File: config.mk
export PLATFORM = sky130hd
export DESIGN_NAME = pirq_ctrl
export DESIGN_NICKNAME = d
export VERILOG_FILES = /design/src/rtl/pirq_ctrl.sv
export SDC_FILE = /design/constraint.sdc
export NUM_CORES = 1
export LEC_CHECK = 0
export BUFFER_PORTS_ARGS = -buffer_cell sky130_fd_sc_hd__buf_2
export CORE_AREA = 2 2 85 87
export DETAILED_ROUTE_END_ITERATION = 10
export DIE_AREA = 0 0 87 89
export SYNTH_ARGS = -nofsm -noshare
export SYNTH_HDL_FRONTEND = slang
export SYNTH_SLANG_ARGS = --single-unit
File: constraint.sdc
create_clock -name clk -period 7.26 [get_ports clk]
set_clock_uncertainty 0.1 [all_clocks]
set_input_delay 0.726 -clock clk [delete_from_list [all_inputs] [get_ports clk]]
set_output_delay 0.726 -clock clk [all_outputs]
set_load 0.05 [all_outputs]
File: src/rtl/pirq_ctrl.sv
module pirq_ctrl #(
  parameter int DIV_W  = 15,
  parameter int RATE_W = 4
) (
  input  logic              clk,
  input  logic              rst_n,
  input  logic              tick32k,
  input  logic              cfg_we,
  input  logic [RATE_W+2:0] cfg_data,
  input  logic              alarm_hit,
  input  logic              update_done,
  input  logic              rd_flags,
  output logic [3:0]        flags,
  output logic              irq_n,
  output logic              sqw
);
  localparam int EXP_W = $clog2(DIV_W + 1);

  logic [DIV_W-1:0]  cnt;
  logic [RATE_W-1:0] rate_q;
  logic [2:0]        en_q, pend, snap, vis, ev;
  logic              in_rd, start, per_hit;
  logic [EXP_W-1:0]  expo;
  logic [DIV_W-1:0]  mask, top;

  always_comb begin
    case (rate_q)
      RATE_W'(0): expo = '0;
      RATE_W'(1): expo = EXP_W'(7);
      RATE_W'(2): expo = EXP_W'(8);
      default:    expo = EXP_W'(rate_q) - EXP_W'(1);
    endcase
  end

  assign mask    = (DIV_W'(1) << expo) - DIV_W'(1);
  assign top     = mask ^ (mask >> 1);
  assign per_hit = tick32k && (expo != '0) && ((cnt & mask) == mask);
  assign sqw     = (expo != '0) && ((cnt & top) != '0);

  assign ev    = {per_hit, alarm_hit, update_done};
  assign start = rd_flags && !in_rd;
  assign vis   = in_rd ? snap : pend;
  assign flags = {|(vis & en_q), vis};
  assign irq_n = ~|((pend | snap) & en_q);

  always_ff @(posedge clk) begin
    if (!rst_n) begin
      cnt    <= '0;
      rate_q <= '0;
      en_q   <= '0;
      pend   <= '0;
      snap   <= '0;
      in_rd  <= 1'b0;
    end else begin
      cnt   <= cnt + DIV_W'(tick32k);
      in_rd <= rd_flags;
      pend  <= (start ? 3'b000 : pend) | ev;
      snap  <= start ? pend : (rd_flags ? snap : 3'b000);
      if (cfg_we) begin
        rate_q <= cfg_data[RATE_W-1:0];
        en_q   <= {cfg_data[RATE_W], cfg_data[RATE_W+1], cfg_data[RATE_W+2]};
      end
    end
  end
endmodule

==> results of run 1 <==
through the flow:
stage               util, %  hold WS (ns)  area (um2)  total power [mW]  instances
global placement       36.7         0.369        2470             0.365        364
floorplan                 -         0.344        2350             0.331        278
CTS                    38.2         0.385        2570             0.513        372
finish                 38.2         0.379        2570             0.510        372
detailed placement     36.7         0.370        2470             0.364        364
global route           38.2         0.404        2570             0.539        372
power by group through the flow:
stage | logic (mW) | clock network, mW | registers [mW]
floorplan | 0.160 | 0 | 0.171
global placement | 0.191 | 0 | 0.174
detailed placement | 0.190 | 0 | 0.174
CTS | 0.191 | 0.152 | 0.170
global route | 0.210 | 0.158 | 0.171
finish | 0.193 | 0.147 | 0.171
layer usage:
metal	track usage, %	vias to the layer above	part of all wire, %
met4	4.55	0	1.8
met1	19.9	996	48
met2	25.3	35	47
li1	-	1049	-
met5	0	-	0
met3	2.86	10	3.8
placed cells by master, fill, tap and decap left out, types with 3 or more instances in the layout:
cell type,n
clkbuf_8,7
xnor2_1,18
a211oi_1,5
nand3_1,14
a21boi_0,3
buf_2,19
mux2i_1,8
nand2b_1,3
inv_1,8
ha_1,8
nand2_1,16
or3_1,3
o2111ai_1,4
nor3_1,4
a21oi_1,6
a22o_1,3
dfxtp_1,29
o21ai_0,12
o21ai_1,4
xor2_1,9
nand4_1,3
and2_1,22
nor2b_1,12
and3_1,9
nor2_1,10
o31ai_1,3
mux2_2,3
area by class of cell:
| class | count | area share, % |
|---|---|---|
| multi-input combinational | 227 | 64.5 |
| sequential | 29 | 22.6 |
| tap | 80 | 3.90 |
| clock buffer | 7 | 3.75 |
| timing repair buffer | 19 | 3.70 |
| inverter | 9 | 1.32 |
| clock inverter | 1 | 0.195 |
cells by family (layout without fill, tap and decap cells):
group / count (synthesis) / in the layout / synth area share, %
muxes: 11 / 11 / 4.85
adders and majority gates: 8 / 8 / 4.26
and+or+nand+nor: 108 / 108 / 26.3
buffers and inverters: 22 / 36 / 4.69
DFF: 29 / 29 / 24.7
AOI/OAI and AO/OA: 73 / 73 / 25.1
xor gates and xnor gates: 27 / 27 / 10.1
registers in the layout (all words and copies together) (netlist names):
signal  flops
cnt        15
in_rd       1
en_q        3
pend        3
rate_q      4
snap        3
final timing paths:
path / endpoint / slack [ns] / cells past startpoint
worst min register to register: pend[2] / 0.38 / 2
worst min-delay path: pend[2] / 0.38 / 2
worst max register to register: pend[2] / 2.72 / 16
worst max-delay path: sqw / 1.68 / 16
synthesized netlist by cell type (all sizes together) (3+ instances only):
| cell | count |
|---|---|
| nand4 | 3 |
| and2 | 22 |
| or3 | 3 |
| nand2 | 16 |
| o31ai | 3 |
| o2111ai | 4 |
| mux2i | 8 |
| nor2 | 10 |
| a21boi | 3 |
| clkbuf | 7 |
| a211oi | 5 |
| o21ai | 16 |
| nor2b | 12 |
| dfxtp | 29 |
| and3 | 9 |
| ha | 8 |
| o21bai | 3 |
| inv | 9 |
| a22oi | 3 |
| a21oi | 8 |
| buf | 6 |
| a22o | 3 |
| nand2b | 3 |
| mux2 | 3 |
| xor2 | 9 |
| nor3 | 4 |
| or2 | 3 |
| nand3 | 14 |
| xnor2 | 18 |
worst max-delay path, delay by kind of cell, from the launching register on:
kind                       cells  cell delay, ns
adders and majority gates      2            0.70
buffers and inverters          3            0.52
and+or+nand+nor                4            0.94
DFF                            1            0.56
AOI/OAI and AO/OA              6            1.52
xor gates and xnor gates       1            0.24
==> flow_metrics.tcl, run 1 <==
set metrics [dict create \
    synth_edf_count 0 \
    ys_warn_count 0 \
    ctsRootBufferMaster "clkbuf_8" \
    die_area_um2 7740 \
    nFillCells 686 \
    drv_cap 0 \
    netlist_area_um2 2350 \
    rr_startpoint "rate_q[0]" \
    seq_area_frac_synth_pct 24.7 \
    slew_headroom_pct 47.5 \
    clock_latency_ns 0.28 \
    postSynthCellCount 278 \
    syn_nets 300 \
    cp-end-kind "output port" \
    ys_seq_elements 29 \
    track_usage_pct 15.2 \
    gp_routability_congestion 0.871 \
    postCtsHoldBufs 0 \
    finalHoldViolCount 0 \
    crit_type "flop to output port" \
    rows 30 \
    portBuffers 19 \
    via_count 2090 \
    grt_max_degree 28 \
    clk_pin_slew_ns 0.06 \
    cts.repair.resized 0 \
    postCtsSetupRepairBufs 0 \
    drv_slew 0 \
    htree_levels 2 \
    switching_share_pct 36.0 \
    critPathArrivalTime_ns 4.76 \
    cts_tree "built" \
    crit_slowest_cell "dfxtp_1" \
    layout-drive-gt1-share_pct 15.1 \
    setup_viol 0 \
    combPwrFrac_pct 37.8 \
    status "finished clean" \
    drt-pass1-iter-count 4 \
    worst_slew_pin_slew_ns 0.788 \
    p_leak_nw 1.02 \
    num_antenna_cells 0 \
    synth_ff_type "dfxtp_1" \
    multi_input_area_um2 1660 \
    yosysTopAreaCell "dfxtp_1" \
    dieHeight_um 89 \
    drc_errors 0 \
    synthDistinctLibCells 64 \
    routed_wl_um 5550 \
    dp_slack_ns 2.02 \
    crit_required_ns 6.43 \
    cts_made_buffers 5 \
    ir_drop_v 0.000110 \
    p_sw_mw 0.183 \
    period_share_pct 76.9 \
    overflow 0 \
    synth.avg_cell_area_um2 8.44 \
    area_growth_syn_to_layout_pct 9.38 \
    grt_pass1_wl_um 9410 \
    async_flop_share_pct 0 \
    hp-class "flop to flop" \
    fmax_mhz 179 \
    initial_utilization_pct 34.9 \
    cts_buffer_depth 2 \
    crit_chain "inv_1 -> ha_1 -> nor3_1 -> o21a_1 -> a31o_2 -> and2_1 -> inv_1 -> ha_1 -> xor2_1 -> and3_1 -> o21ai_0 -> nand3_1 -> a211o_1 -> a2111oi_0 -> a41oi_1 -> buf_2" \
    pwr-share-seq_pct 33.4 \
    antenna_found_initial 0 \
    clkPwrFrac_pct 28.8 \
    final-seq-area_um2 581 \
    core_area_um2 6720 \
    place_hpwl_um 4130 \
    yosys-top-cells-area "dfxtp_1 (25%), xnor2_1 (6.7%), and2_1 (5.9%), ha_1 (4.3%), mux2i_1 (3.4%)" \
    start_kind "flop" \
    antenna_left 0 \
    hold_start "pend[2]" \
    ios 20 \
    layout.nets 313 \
    wl_per_cell_um 14.9 \
    max_stage_delay_ns 0.56 \
    timing.critical_path.from "rate_q[0]" \
    die_w_um 87 \
    internal_power_mw 0.327 \
    finalSetupTns_ns 0 \
    drt_iter0_markers 178 \
    worstPathMaxFanout 16 \
    routed_via_density 5.62 \
    layout_min_cycle_time_ns 5.58 \
    grt_setup_unrepaired "false" \
    cts.sinks 29 \
    p_per_area_nw_per_um2 199 \
    post-synth-top-area-fraction_pct 24.7 \
    grt_pass1_vias 1997 \
    setup_slack_ns 1.68 \
]
Note: power is estimated with default switching activity, not from simulation.
==> run 2: changes to the inputs <==
Clock period 7.26 ns to 4.9 ns, I/O delays scaled along.
==> flow_metrics.tcl, run 2 (synthesized netlist as in run 1, its figures left out) <==
set metrics [dict create \
    status "finished clean" \
    grt_max_degree 28 \
    clkPwrFrac_pct 26.2 \
    p_total_mw 0.747 \
    crit_slowest_cell "dfxtp_1" \
    pwr-share-seq_pct 33.7 \
    top_regs "cnt: 15 flops, rate_q: 4 flops" \
    worst_slew_pin_slew_ns 0.796 \
    period_share_pct 94.7 \
    layout_common_cells "dfxtp_1 (28), and2_1 (21), xnor2_1 (18), buf_2 (18), nand2_1 (16)" \
    htree_levels 2 \
    regMostFlops "cnt" \
    drv_slew 0 \
    setup_viol 0 \
    track_usage_pct 14.2 \
    drv_cap 0 \
    slew_headroom_pct 47.0 \
    max_stage_delay_ns 0.42 \
    ios 20 \
    layout_min_cycle_time_ns 4.64 \
    die_w_um 87 \
    layout_commonest_cell "dfxtp_1" \
    portBuffers 19 \
    stdcell_area_um2 2650 \
    layout.nets 318 \
    grt_pass1_wl_um 8790 \
    cts_buffer_depth 2 \
    clk_pin_slew_ns 0.07 \
    routed_via_density 5.47 \
    critical_path.top_delay_family "compound AO/OA/AOI/OAI gates" \
    clock_latency_ns 0.29 \
    cts.sinks 29 \
    cts_made_buffers 5 \
    postCtsHoldBufs 0 \
    wl_per_cell_um 14.6 \
    switching_share_pct 37.6 \
    finalHoldViolCount 0 \
    hold_slack_ns 0.345 \
    layout-drive-gt1-share_pct 20.2 \
    via_count 2061 \
    rows 30 \
    crit_chain "inv_1 -> ha_2 -> or2_2 -> o21ai_4 -> a31o_2 -> and2_1 -> inv_1 -> ha_1 -> buf_4 -> xor2_1 -> and3_1 -> o21ai_0 -> nand3_1 -> a211o_1 -> a2111oi_1 -> a41oi_1 -> buf_4" \
    overflow 0 \
    worstPathMaxFanout 15 \
    gp_routability_congestion 0.862 \
    routed_wl_um 5500 \
    antenna_left 0 \
    die_area_um2 7740 \
    num_antenna_cells 0 \
    ctsRootBufferMaster "clkbuf_8" \
    fmax_mhz 215 \
    cp-end-kind "output port" \
    core_area_um2 6720 \
    drt-pass1-iter-count 4 \
    combPwrFrac_pct 40.1 \
    dieHeight_um 89 \
    initial_utilization_pct 34.9 \
    crit_type "flop to output port" \
    start_kind "flop" \
    nFillCells 680 \
    crit_required_ns 4.31 \
    largest_register_ffs 15 \
    place_hpwl_um 4070 \
    setup_slack_ns 0.257 \
    cts_tree "built" \
    multi_input_area_um2 1710 \
    antenna_found_initial 0 \
    p_sw_mw 0.281 \
    drc_errors 0 \
    ir_drop_v 0.000129 \
    p_per_area_nw_per_um2 282 \
    hp-class "input port to flop" \
    grt_pass1_vias 1872 \
    area_growth_syn_to_layout_pct 12.7 \
    internal_power_mw 0.466 \
    dp_slack_ns 0.222 \
    place_area_um2 2500 \
    final-seq-area_um2 582 \
    drt_iter0_markers 120 \
    critPathArrivalTime_ns 4.05 \
    p_leak_nw 1.04 \
    crit_buf_inv 4 \
]
-- run 2: cell count changes in the layout (fill, tap and decap cells not counted), sizes merged --
cell,delta
buf,+5
clkbuf,-2
clkinv,+1
clkinvlp,+1
-- run 2: final timing paths --
check | start | endpoint | slack (ns) | cells after the start
max | rate_q[1] | sqw | 0.26 | 17
min | alarm_hit | pend[1] | 0.34 | 3
max reg2reg | rate_q[1] | pend[2] | 0.98 | 16
min reg2reg | pend[2] | pend[2] | 0.39 | 2
-- run 2: metal layers --
layer	routed length [um]	share of wire [%]	GRT usage, %	up-vias
met1	2660	48	19.2	967
met2	2590	47	23.2	40
met3	170	3.1	2.03	9
met4	71	1.3	4.69	0
met5	0	0	0	-
li1	-	-	-	1045
-- run 2: layout make-up --
type / instances / share of cell area [%]
clock inverter: 3 / 0.662
multi-input combinational: 227 / 64.6
tap: 80 / 3.78
clock buffer: 5 / 2.60
timing repair buffer: 24 / 5.11
inverter: 9 / 1.28
sequential: 29 / 22.0
-- run 2: per-stage QoR --
stage          std cells  util, %  TNS, ns
6_report             377     39.4        0
5_1_grt              377     39.4  -0.0277
2_1_floorplan        278        -        0
3_5_place_dp         368     37.2        0
4_1_cts              376     38.6        0
3_3_place_gp         368     37.2        0
-- run 2: what timing repair did --
action | in CTS | in global routing
endpoints found under the setup margin | 1 | 1
gates resized for setup | 2 | 15
setup buffers | 0 | 1
pin swaps | 0 | 1
-- run 2: worst reg2reg max path, stage by stage, from the launching register on --
cell and delay, ns:
dfxtp_1 0.36, inv_1 0.13, ha_2 0.29, nor2b_1 0.38
o21ai_4 0.13, a31o_2 0.27, and2_1 0.21, inv_1 0.07
ha_1 0.17, inv_2 0.11, a211oi_2 0.30, nand2_1 0.10
a32oi_1 0.39, o22a_2 0.21, o221ai_1 0.08, or4_1 0.44
o21ai_1 0.12
-- run 2: power by group through the flow --
stage               combinational [mW]  clock, mW  sequential (mW)
floorplan                        0.237          0            0.253
global placement                 0.285          0            0.257
detailed placement               0.284          0            0.257
CTS                              0.287      0.200            0.252
global route                     0.326      0.208            0.253
finish                           0.299      0.196            0.252
==> run 3: changes to the inputs <==
--- a/constraint.sdc
+++ b/constraint.sdc
@@ -4,2 +4,2 @@
 set_output_delay 0.49 -clock clk [all_outputs]
-set_load 0.05 [all_outputs]
+set_load 0.01 [all_outputs]
==> flow_metrics.tcl, run 3 (synthesized netlist as in run 1, its figures left out) <==
set metrics [dict create \
    layout-drive-gt1-share_pct 19.7 \
    ir_drop_v 0.000163 \
    p_per_area_nw_per_um2 275 \
    grt_pass1_wl_um 9050 \
    critPathArrivalTime_ns 3.98 \
    period_share_pct 93.2 \
    crit_type "flop to output port" \
    dieHeight_um 89 \
    wl_per_cell_um 14.7 \
    status "finished clean" \
    setup_viol 0 \
    gp_routability_congestion 0.865 \
    via_count 2066 \
    cts_made_buffers 5 \
    overflow 0 \
    layout.nets 317 \
    clock_latency_ns 0.27 \
    final-instance-count-excl-fill 374 \
    die_w_um 87 \
    routed_via_density 5.52 \
    portBuffers 19 \
    finalSetupTns_ns 0 \
    cp-end-kind "output port" \
    grt_pass1_vias 1912 \
    drv_slew 0 \
    layout_min_cycle_time_ns 4.57 \
    stdcell_area_um2 2610 \
    layout_common_cells "dfxtp_1 (26), and2_1 (21), buf_2 (19)" \
    nFillCells 694 \
    finalHoldViolCount 0 \
    clk_pin_slew_ns 0.06 \
    cts.sinks 29 \
    fin_util_pct 38.8 \
    track_usage_pct 14.5 \
    ctsRootBufferMaster "clkbuf_8" \
    regMostFlops "cnt" \
    cts_buffer_depth 2 \
    dp_slack_ns 0.324 \
    postCtsSetupRepairBufs 0 \
    slew_headroom_pct 47.6 \
    grt_max_degree 28 \
    fmax_mhz 219 \
    p_total_mw 0.718 \
    initial_utilization_pct 34.9 \
    die_area_um2 7740 \
    top_regs "cnt: 15 flops, rate_q: 4 flops" \
    dp_cells 368 \
    ios 20 \
    setup_slack_ns 0.332 \
    num_antenna_cells 0 \
    start_kind "flop" \
    antenna_left 0 \
    worst_slew_pin_slew_ns 0.786 \
    p_leak_nw 1.03 \
    layout_commonest_cell "dfxtp_1" \
    place_hpwl_um 4160 \
    worstPathMaxFanout 15 \
    drv_cap 0 \
    core_area_um2 6720 \
    drt_iter0_markers 114 \
    largest_register_ffs 15 \
    place_area_um2 2500 \
    hp-class "input port to flop" \
    cts_tree "built" \
    htree_levels 2 \
    routed_wl_um 5510 \
    crit_required_ns 4.31 \
    rows 30 \
    area_growth_syn_to_layout_pct 11.2 \
    drc_errors 0 \
    drt-pass1-iter-count 4 \
    antenna_found_initial 0 \
    hold_slack_ns 0.352 \
]
-- run 3: what timing repair did --
item / in CTS / in global routing
endpoints found under the hold margin: 0 / 0
endpoints found under the setup margin: 0 / 1
hold buffers: 0 / 0
gates resized for setup: 0 / 14
-- run 3: layer usage --
layer / share of wire, % / track usage [%]
met4: 1.5 / 4.40
met3: 3.4 / 2.22
met2: 47 / 23.0
met5: 0 / 0
met1: 48 / 20.3
-- run 3: power by group --
group | switching, mW | internal, mW | total, mW
clock network | 0.0859 | 0.0931 | 0.179
logic | 0.165 | 0.122 | 0.286
registers | 0.00868 | 0.244 | 0.252
-- run 3: worst paths after layout --
kind                   from  endpoint  slack [ns]  cells after the start
hold / removal    alarm_hit   pend[1]        0.35                      3
hold reg to reg     pend[2]   pend[2]        0.38                      2
setup reg to reg  rate_q[1]   pend[2]        1.03                     16
setup / recovery  rate_q[0]       sqw        0.33                     17
-- run 3: layout make-up --
type,count,area [um2],share of cell area (%)
Clock buffer,5,68.8,2.64
Clock inverter,1,5.00,0.192
Timing Repair Buffer,23,125,4.79
Multi-Input combinational cell,227,1690,64.9
Sequential cell,29,584,22.4
Inverter,9,33.8,1.29
Tap cell,80,100,3.84
-- run 3: worst max-delay path, stage by stage, from the launching register on --
cell,delay (ns)
dfxtp_2,0.37
inv_1,0.12
ha_2,0.26
or2_2,0.29
o21ai_2,0.21
a31o_2,0.21
and2_1,0.22
inv_1,0.06
ha_1,0.22
buf_4,0.19
xor2_1,0.17
and3_1,0.18
o21ai_0,0.15
nand3_1,0.09
a211o_1,0.27
a2111oi_1,0.35
a41oi_1,0.18
buf_2,0.17
